### src/rtl/swi_msg_pkg.sv
package swi_msg_pkg;

    localparam int MSG_W  = 32;
    localparam int VEC_W  = 12;
    localparam int TGT_W  = 6;
    localparam int PASS_W = MSG_W - VEC_W - TGT_W;

    localparam int STAT_BUSY_BIT = 0;
    localparam int STAT_OVR_BIT  = 1;

    typedef enum logic [0:0] {
        ST_IDLE  = 1'b0,
        ST_ARMED = 1'b1
    } swi_state_e;

    typedef struct packed {
        logic [PASS_W-1:0] extra;
        logic [TGT_W-1:0]  target;
        logic [VEC_W-1:0]  vector;
    } swi_msg_t;

endpackage

### src/rtl/swi_reg_port.sv
module swi_reg_port
    import swi_msg_pkg::*;
#(
    parameter int              ADDR_W    = 8,
    parameter logic [ADDR_W-1:0] TRIG_ADDR = 'h00,
    parameter logic [ADDR_W-1:0] STAT_ADDR = 'h04
) (
    input  logic              clk,
    input  logic              rst_n,
    input  logic              reg_req,
    input  logic              reg_we,
    input  logic [ADDR_W-1:0] reg_addr,
    input  logic              busy,
    input  logic              overrun,
    output logic              trig_wr,
    output logic              stat_rd,
    output logic              reg_ack,
    output logic [MSG_W-1:0]  reg_rdata
);

    logic [MSG_W-1:0] stat_word;

    always_comb begin
        trig_wr = reg_req && reg_we && (reg_addr == TRIG_ADDR);
        stat_rd = reg_req && !reg_we && (reg_addr == STAT_ADDR);
    end

    always_comb begin
        stat_word = '0;
        stat_word[STAT_BUSY_BIT] = busy;
        stat_word[STAT_OVR_BIT]  = overrun;
    end

    always_ff @(posedge clk) begin
        if (!rst_n) begin
            reg_ack   <= 1'b0;
            reg_rdata <= '0;
        end else begin
            reg_ack   <= reg_req;
            reg_rdata <= stat_rd ? stat_word : '0;
        end
    end

endmodule

### src/rtl/swi_msg_format.sv
module swi_msg_format
    import swi_msg_pkg::*;
(
    input  logic [MSG_W-1:0] word_in,
    output swi_msg_t         msg_out
);

    always_comb begin
        msg_out.vector = word_in[VEC_W-1:0];
        msg_out.target = word_in[VEC_W+TGT_W-1:VEC_W];
        msg_out.extra  = word_in[MSG_W-1:VEC_W+TGT_W];
    end

endmodule

### src/rtl/swi_issue_fsm.sv
module swi_issue_fsm
    import swi_msg_pkg::*;
(
    input  logic             clk,
    input  logic             rst_n,
    input  logic             trig_wr,
    input  logic             stat_rd,
    input  swi_msg_t         msg_in,
    input  logic             rsp_gnt,
    output logic             busy,
    output logic             overrun,
    output logic             rsp_req,
    output logic             rsp_valid,
    output logic             rsp_irq,
    output logic [MSG_W-1:0] rsp_data
);

    swi_state_e state_q, state_d;
    swi_msg_t   msg_q;
    logic       ovr_q, ovr_d;
    logic       accept, issue;

    always_comb begin
        state_d = state_q;
        accept  = 1'b0;
        issue   = 1'b0;
        unique case (state_q)
            ST_IDLE: begin
                if (trig_wr) begin
                    accept  = 1'b1;
                    state_d = ST_ARMED;
                end
            end
            ST_ARMED: begin
                if (rsp_gnt) begin
                    issue   = 1'b1;
                    state_d = ST_IDLE;
                end
            end
            default: state_d = ST_IDLE;
        endcase
    end

    always_comb begin
        if (trig_wr && (state_q != ST_IDLE)) begin
            ovr_d = 1'b1;
        end else if (stat_rd) begin
            ovr_d = 1'b0;
        end else begin
            ovr_d = ovr_q;
        end
    end

    always_ff @(posedge clk) begin
        if (!rst_n) begin
            state_q <= ST_IDLE;
            msg_q   <= '0;
            ovr_q   <= 1'b0;
        end else begin
            state_q <= state_d;
            ovr_q   <= ovr_d;
            if (accept) begin
                msg_q <= msg_in;
            end
        end
    end

    always_comb begin
        busy      = (state_q == ST_ARMED);
        overrun   = ovr_q;
        rsp_req   = busy;
        rsp_valid = issue;
        rsp_irq   = issue;
        rsp_data  = issue ? msg_q : '0;
    end

endmodule

### src/rtl/swi_msg_gen.sv
module swi_msg_gen
    import swi_msg_pkg::*;
#(
    parameter int              ADDR_W    = 8,
    parameter logic [ADDR_W-1:0] TRIG_ADDR = 'h00,
    parameter logic [ADDR_W-1:0] STAT_ADDR = 'h04
) (
    input  logic              clk,
    input  logic              rst_n,
    input  logic              reg_req,
    input  logic              reg_we,
    input  logic [ADDR_W-1:0] reg_addr,
    input  logic [31:0]       reg_wdata,
    output logic              reg_ack,
    output logic [31:0]       reg_rdata,
    input  logic              rsp_gnt,
    output logic              rsp_req,
    output logic              rsp_valid,
    output logic              rsp_irq,
    output logic [31:0]       rsp_data
);

    logic     trig_wr, stat_rd, busy, overrun;
    swi_msg_t fmt_msg;

    swi_reg_port #(
        .ADDR_W   (ADDR_W),
        .TRIG_ADDR(TRIG_ADDR),
        .STAT_ADDR(STAT_ADDR)
    ) port_i (
        .clk      (clk),
        .rst_n    (rst_n),
        .reg_req  (reg_req),
        .reg_we   (reg_we),
        .reg_addr (reg_addr),
        .busy     (busy),
        .overrun  (overrun),
        .trig_wr  (trig_wr),
        .stat_rd  (stat_rd),
        .reg_ack  (reg_ack),
        .reg_rdata(reg_rdata)
    );

    swi_msg_format fmt_i (
        .word_in(reg_wdata),
        .msg_out(fmt_msg)
    );

    swi_issue_fsm fsm_i (
        .clk      (clk),
        .rst_n    (rst_n),
        .trig_wr  (trig_wr),
        .stat_rd  (stat_rd),
        .msg_in   (fmt_msg),
        .rsp_gnt  (rsp_gnt),
        .busy     (busy),
        .overrun  (overrun),
        .rsp_req  (rsp_req),
        .rsp_valid(rsp_valid),
        .rsp_irq  (rsp_irq),
        .rsp_data (rsp_data)
    );

endmodule

### config.mk
export PLATFORM = sky130hd
export DESIGN_NAME = swi_msg_gen
export DESIGN_NICKNAME = d
export VERILOG_FILES = /design/src/rtl/swi_msg_pkg.sv /design/src/rtl/swi_reg_port.sv /design/src/rtl/swi_msg_format.sv /design/src/rtl/swi_issue_fsm.sv /design/src/rtl/swi_msg_gen.sv
export SDC_FILE = /design/constraint.sdc
export NUM_CORES = 1
export LEC_CHECK = 0
export ABC_CLOCK_PERIOD_IN_PS = 3400
export BUFFER_PORTS_ARGS = -buffer_cell sky130_fd_sc_hd__buf_2
export CAP_MARGIN = 40
export CORE_MARGIN = 1.5
export CORE_UTILIZATION = 45
export DETAILED_ROUTE_END_ITERATION = 16
export GPL_ROUTABILITY_DRIVEN = 0
export HOLD_SLACK_MARGIN = 0.15
export PLACE_DENSITY = 0.81
export SKIP_LAST_GASP = 1
export SYNTH_ARGS = -nofsm -noshare
export SYNTH_HDL_FRONTEND = slang
export SYNTH_SLANG_ARGS = --single-unit
### constraint.sdc
create_clock -name clk -period 3.4 [get_ports clk]
set_input_delay 0.68 -clock clk [delete_from_list [all_inputs] [get_ports clk]]
set_output_delay 0.68 -clock clk [all_outputs]
set_load 0.01 [all_outputs]
# Word-level counts from Yosys, hierarchy flattened
# Index checks and enable logic that the tools add are counted.
# word_totals
out_inout_bits	68
mem_bits_ro	0
n_memories	0
ramBits	0
inputBits	45
latch_bits	0
wordCells	28
reg_bits	67
# op_classes
div_mod_pow	0
muxes	9
multipliers	0
shifts	0
magnitude_cmp	0
n_reduce_logical	9
addsub	0
eq_ne	1
bitwise_logic	1
# ops
operator	n
32-bit 2-to-1 mux	1
8-bit by 3-bit == test with 1-bit output, second input constant	1
8-bit logical NOT	1
1-bit 2-to-1 mux	7
1-bit logical AND	5
1-bit one-hot mux with 2 select lines	1
2-bit AND reduction	1
2-bit nonzero test	1
1-bit logical NOT	1
1-bit NOT	1

# Depth between registers and ports, before layout
# logic_depth
word_depth	5
ltp_mapped	6
depth_no_buf	3

# Hierarchy
# A second synthesis with hierarchy kept.
# hier_totals
hier_cells	264
hier_area_um2	2242.2
# by_module_without_submodules
mod	instances	area_each_um2	cells_each
swi_issue_fsm	1	1630.3	188
swi_reg_port	1	371.6	44
swi_msg_format	1	240.2	32

# Worst setup path after synthesis
# Ideal clock, no wire load.
# synth_timing
path_kind	input-to-output
startpoint	in rsp_gnt
endpoint	out rsp_valid
stages	3
t_required_ns	2.720
arrival_time_ns	1.211
setup_slack_ns	1.509
path_cell_list	clkbuf_1 and2_1 buf_4
# synth_via
elab_chain_cells	2
# synth_lines
element	line_no	source
start: declaration	swi_msg_gen.sv:16	input logic rsp_gnt,
1-bit 2-to-1 mux	swi_issue_fsm.sv:35	if (rsp_gnt) begin
1-bit 2-to-1 mux	swi_issue_fsm.sv:27	unique case (state_q)
end: declaration	swi_msg_gen.sv:18	output logic rsp_valid,
# No other way between the ends.

# Worst setup path after layout
# layout_timing
startpoint	in rsp_gnt
endpoint	out rsp_data[23]
# layout_via
elab_chain_cells	3
# layout_lines
element	line_no	source
1-bit 2-to-1 mux	swi_issue_fsm.sv:35	
1-bit 2-to-1 mux	swi_issue_fsm.sv:27	
32-bit 2-to-1 mux	swi_issue_fsm.sv:74	rsp_data = issue ? msg_q : '0;
end: declaration	swi_msg_gen.sv:20	output logic [31:0] rsp_data
# No other way between the ends.

==> summary.md <==
| Metric | Value |
|---|---|
| Run status | complete, no violations |
| Clock Skews | about 0.0025 ns |
| Inserted Diodes | 0 |
| CTS sink count | 37 |
| Overall die height | 69.7 um |
| Number of nets in the final layout | 351 |
| Largest voltage drop on the vdd net | ~260 uV |
| CP max FO | 34 |
| DP HPWL | ~2800 um |
| Proportion of synthesized chip area in sequential cells | between 30% and 40% |
| First-pass GRT wire length | 6350 um |
| Hold WS | about 0.45 ns |
| Leakage power | 1.22 nW |
| Maximum clock rate | 0.468 GHz |
| Final routed wirelength across all metal layers | 3830 um |
| Number of antenna violations at the first check in global routing | 0 |
| Gate count of the mapped netlist | 233 |
| Total die area | ~4900 um^2 |
| Top Ports | about 110 |
| Leading cell types by total area after synthesis | dfxtp_1 (37%), mux2i_1 (16%), nand2_1 (13%) |
| Synth-to-layout area growth | 17.4% |
| Number of fill cells in the layout | 415 |
| Cell taking the most area after synthesis | dfxtp_1 |
| Max-cap check violation count | 0 |
| Fraction of final layout cells with drive strength greater than 1 | 30.9% |
| CTS Hold Bufs | 0 |
| Unrepaired setup endpoints after global routing | no |
| Seq cells post-synth | 37 |
| Worst-path clk slew | roughly 0.06 ns |
| Post-detailed-route via-to-cell ratio | ~4.6 |
| Drt wl/cell | 10.7 um |
| Max stage delay on crit path | 0.41 ns |
| Grt total ovfl | 0 |
| Max-slew violation count | 0 |
| Number of placement rows | 24 |
| Relative max-transition margin | 65.3% |
| Data required time of the worst path | roughly 2.7 ns |
| Vias in the first global route | 1464 |
| Cell area after placement | roughly 2300 um^2 |
| CP most frequent cell | buf_2 |
| Class of the tightest hold or removal check | reg -> reg |
| Portion of synthesized cell area occupied by the leading cell type | 37.0% |
| Number of buffers created by CTS | 5 |
| Slowest CP cell | buf_2 |
| Kind of start point of the critical path | input pin |
| Final-layout setup total negative slack | 0 ns |
| DRT Pass-1 Iters | 4 |
| Crit Path Category | in -> out |
| Avg Synthesized Cell Area | about 8.6 um^2 |
| Total power draw | roughly 0.79 mW |
| Initial core utilization | 46.3% |
| Endpoint arrival time on the critical path | between 1 and 1.5 ns |
| Final cell area excluding filler cells | 2350 um^2 |
| Tcrit/Tclk final | between 60 and 70% |
| Cts repair resizes | 0 |
| Clock tree root driver cell | clkbuf_8 |
| IO buf count | 82 |
| Number of buffers on the longest clock path | 2 |
| H-tree lvl count | 2 |
| Clock latency at the later pin of the worst-skew pair | roughly 0.28 ns |
| Chain of cells forming the critical path | buf_2 -> and3_1 -> buf_2 |
| Critical path capture point type | output port |
| Overall routing resource usage | around 16% |
| Period minus WS final | 2.14 ns |
| Initial detailed-routing violation count | 67 |
| Cell variety after synth | 19 |
| Pin count of the biggest net entering global routing | 35 |
| DRC | 0 |
| Clock tree from TritonCTS | done |
| Area of the core | 4320 um^2 |
| Area of the mapped netlist | between 2000 and 2500 um^2 |
| Number of buffers added for setup after CTS | 0 |
| Pwr Density | between 300 and 400 nW/um^2 |
| Final Setup Violations | 0 |
| DP Worst Slack | roughly 1.2 ns |
| Die Span X | 69.7 um |
| Fin worst setup slack | 1.26 ns |
| Count of synthesis-stage warnings from yosys | 0 |
| Antenna Violating Nets Remaining | 0 |
| Pin slew with the least headroom to its limit | just over 0.5 ns |
| Final number of hold-violating endpoints | 0 |
| Total via count in the routed design | approximately 1700 |
[area by class of cell]
class	count	area, um^2	area share [%]
Multi-Input combinational cell	175	1010	42.9
Sequential cell	37	741	31.5
Tap cell	52	65.1	2.77
Timing Repair Buffer	87	455	19.4
Clock buffer	8	80.1	3.41
[cells in the mapped netlist, drive strengths merged]
library cell  instances
nor2b                 1
o2bb2ai               1
mux2i                32
nand4b                2
and4                  1
conb                  1
and2                  3
dfxtp                37
and3                 32
nand2                67
nor2                  3
o21a                  1
clkbuf               14
buf                  36
nor4                  1
nor4b                 1
[cell usage in the layout (no fill, tap or decap), drive strengths merged]
master / n
nor4b: 1
dfxtp: 37
and2: 3
nand2: 67
nand4b: 2
nor2: 3
mux2i: 32
o21a: 1
nor4: 1
conb: 30
and3: 32
clkbuf: 8
buf: 87
and4: 1
o2bb2ai: 1
nor2b: 1
[flip-flops by register name (all words and copies together) (netlist names)]
register	cells
fsm_i.msg_q	32
port_i.reg_rdata	2
fsm_i.busy	1
fsm_i.overrun	1
port_i.reg_ack	1
[where the power goes]
group	internal, mW	leakage, nW	total, mW	switching (mW)
Sequential	0.434	0.298	0.434	0.000239
Clock	0.145	0.0395	0.283	0.138
Combinational	0.0269	0.887	0.0742	0.0473
Total	0.606	1.22	0.792	0.186
[worst paths after layout]
kind / from / end / slack (ns) / depth (start not counted)
min: fsm_i.overrun$_SDFFE_PN0P_ / port_i.reg_rdata[1]$_SDFF_PN0_ / 0.45 / 2
min reg2reg: fsm_i.overrun$_SDFFE_PN0P_ / port_i.reg_rdata[1]$_SDFF_PN0_ / 0.45 / 2
max: rsp_gnt / rsp_data[23] / 1.26 / 3
max reg2reg: fsm_i.busy$_SDFF_PN0_ / fsm_i.msg_q[24]$_SDFFE_PN0P_ / 1.71 / 4
[stage by stage]
step,util [%],instances
after floorplan,-,262
after global placement,52.2,350
after detailed placement,52.5,351
after CTS,54.4,359
after global routing,54.4,359
final,54.4,359
[worst max-delay path, delay by kind of cell]
| kind | cells | cell delay (ns) |
|---|---|---|
| buffers and inverters | 2 | 0.54 |
| and+or+nand+nor | 1 | 0.23 |
[cells by family (layout without fill, tap and decap cells)]
logic type	after synthesis	in the layout	synth area share, %
AOI/OAI and AO/OA	2	2	0.813
muxes	32	32	16.0
DFF	37	37	37.0
and+or+nand+nor	111	111	27.9
other	1	30	0.187
buffers and inverters	50	95	18.1
[layer usage]
layer / vias to the layer above / GRT usage (%) / share of wire (%) / routed length (um)
li1: 846 / - / - / -
met2: 58 / 28.0 / 47 / 1820
met3: 7 / 5.38 / 6.3 / 242
met5: - / 0 / 0 / 0
met4: 0 / 5.77 / 1.3 / 50
met1: 741 / 18.8 / 45 / 1720
Power figures use the tool's default switching activity.
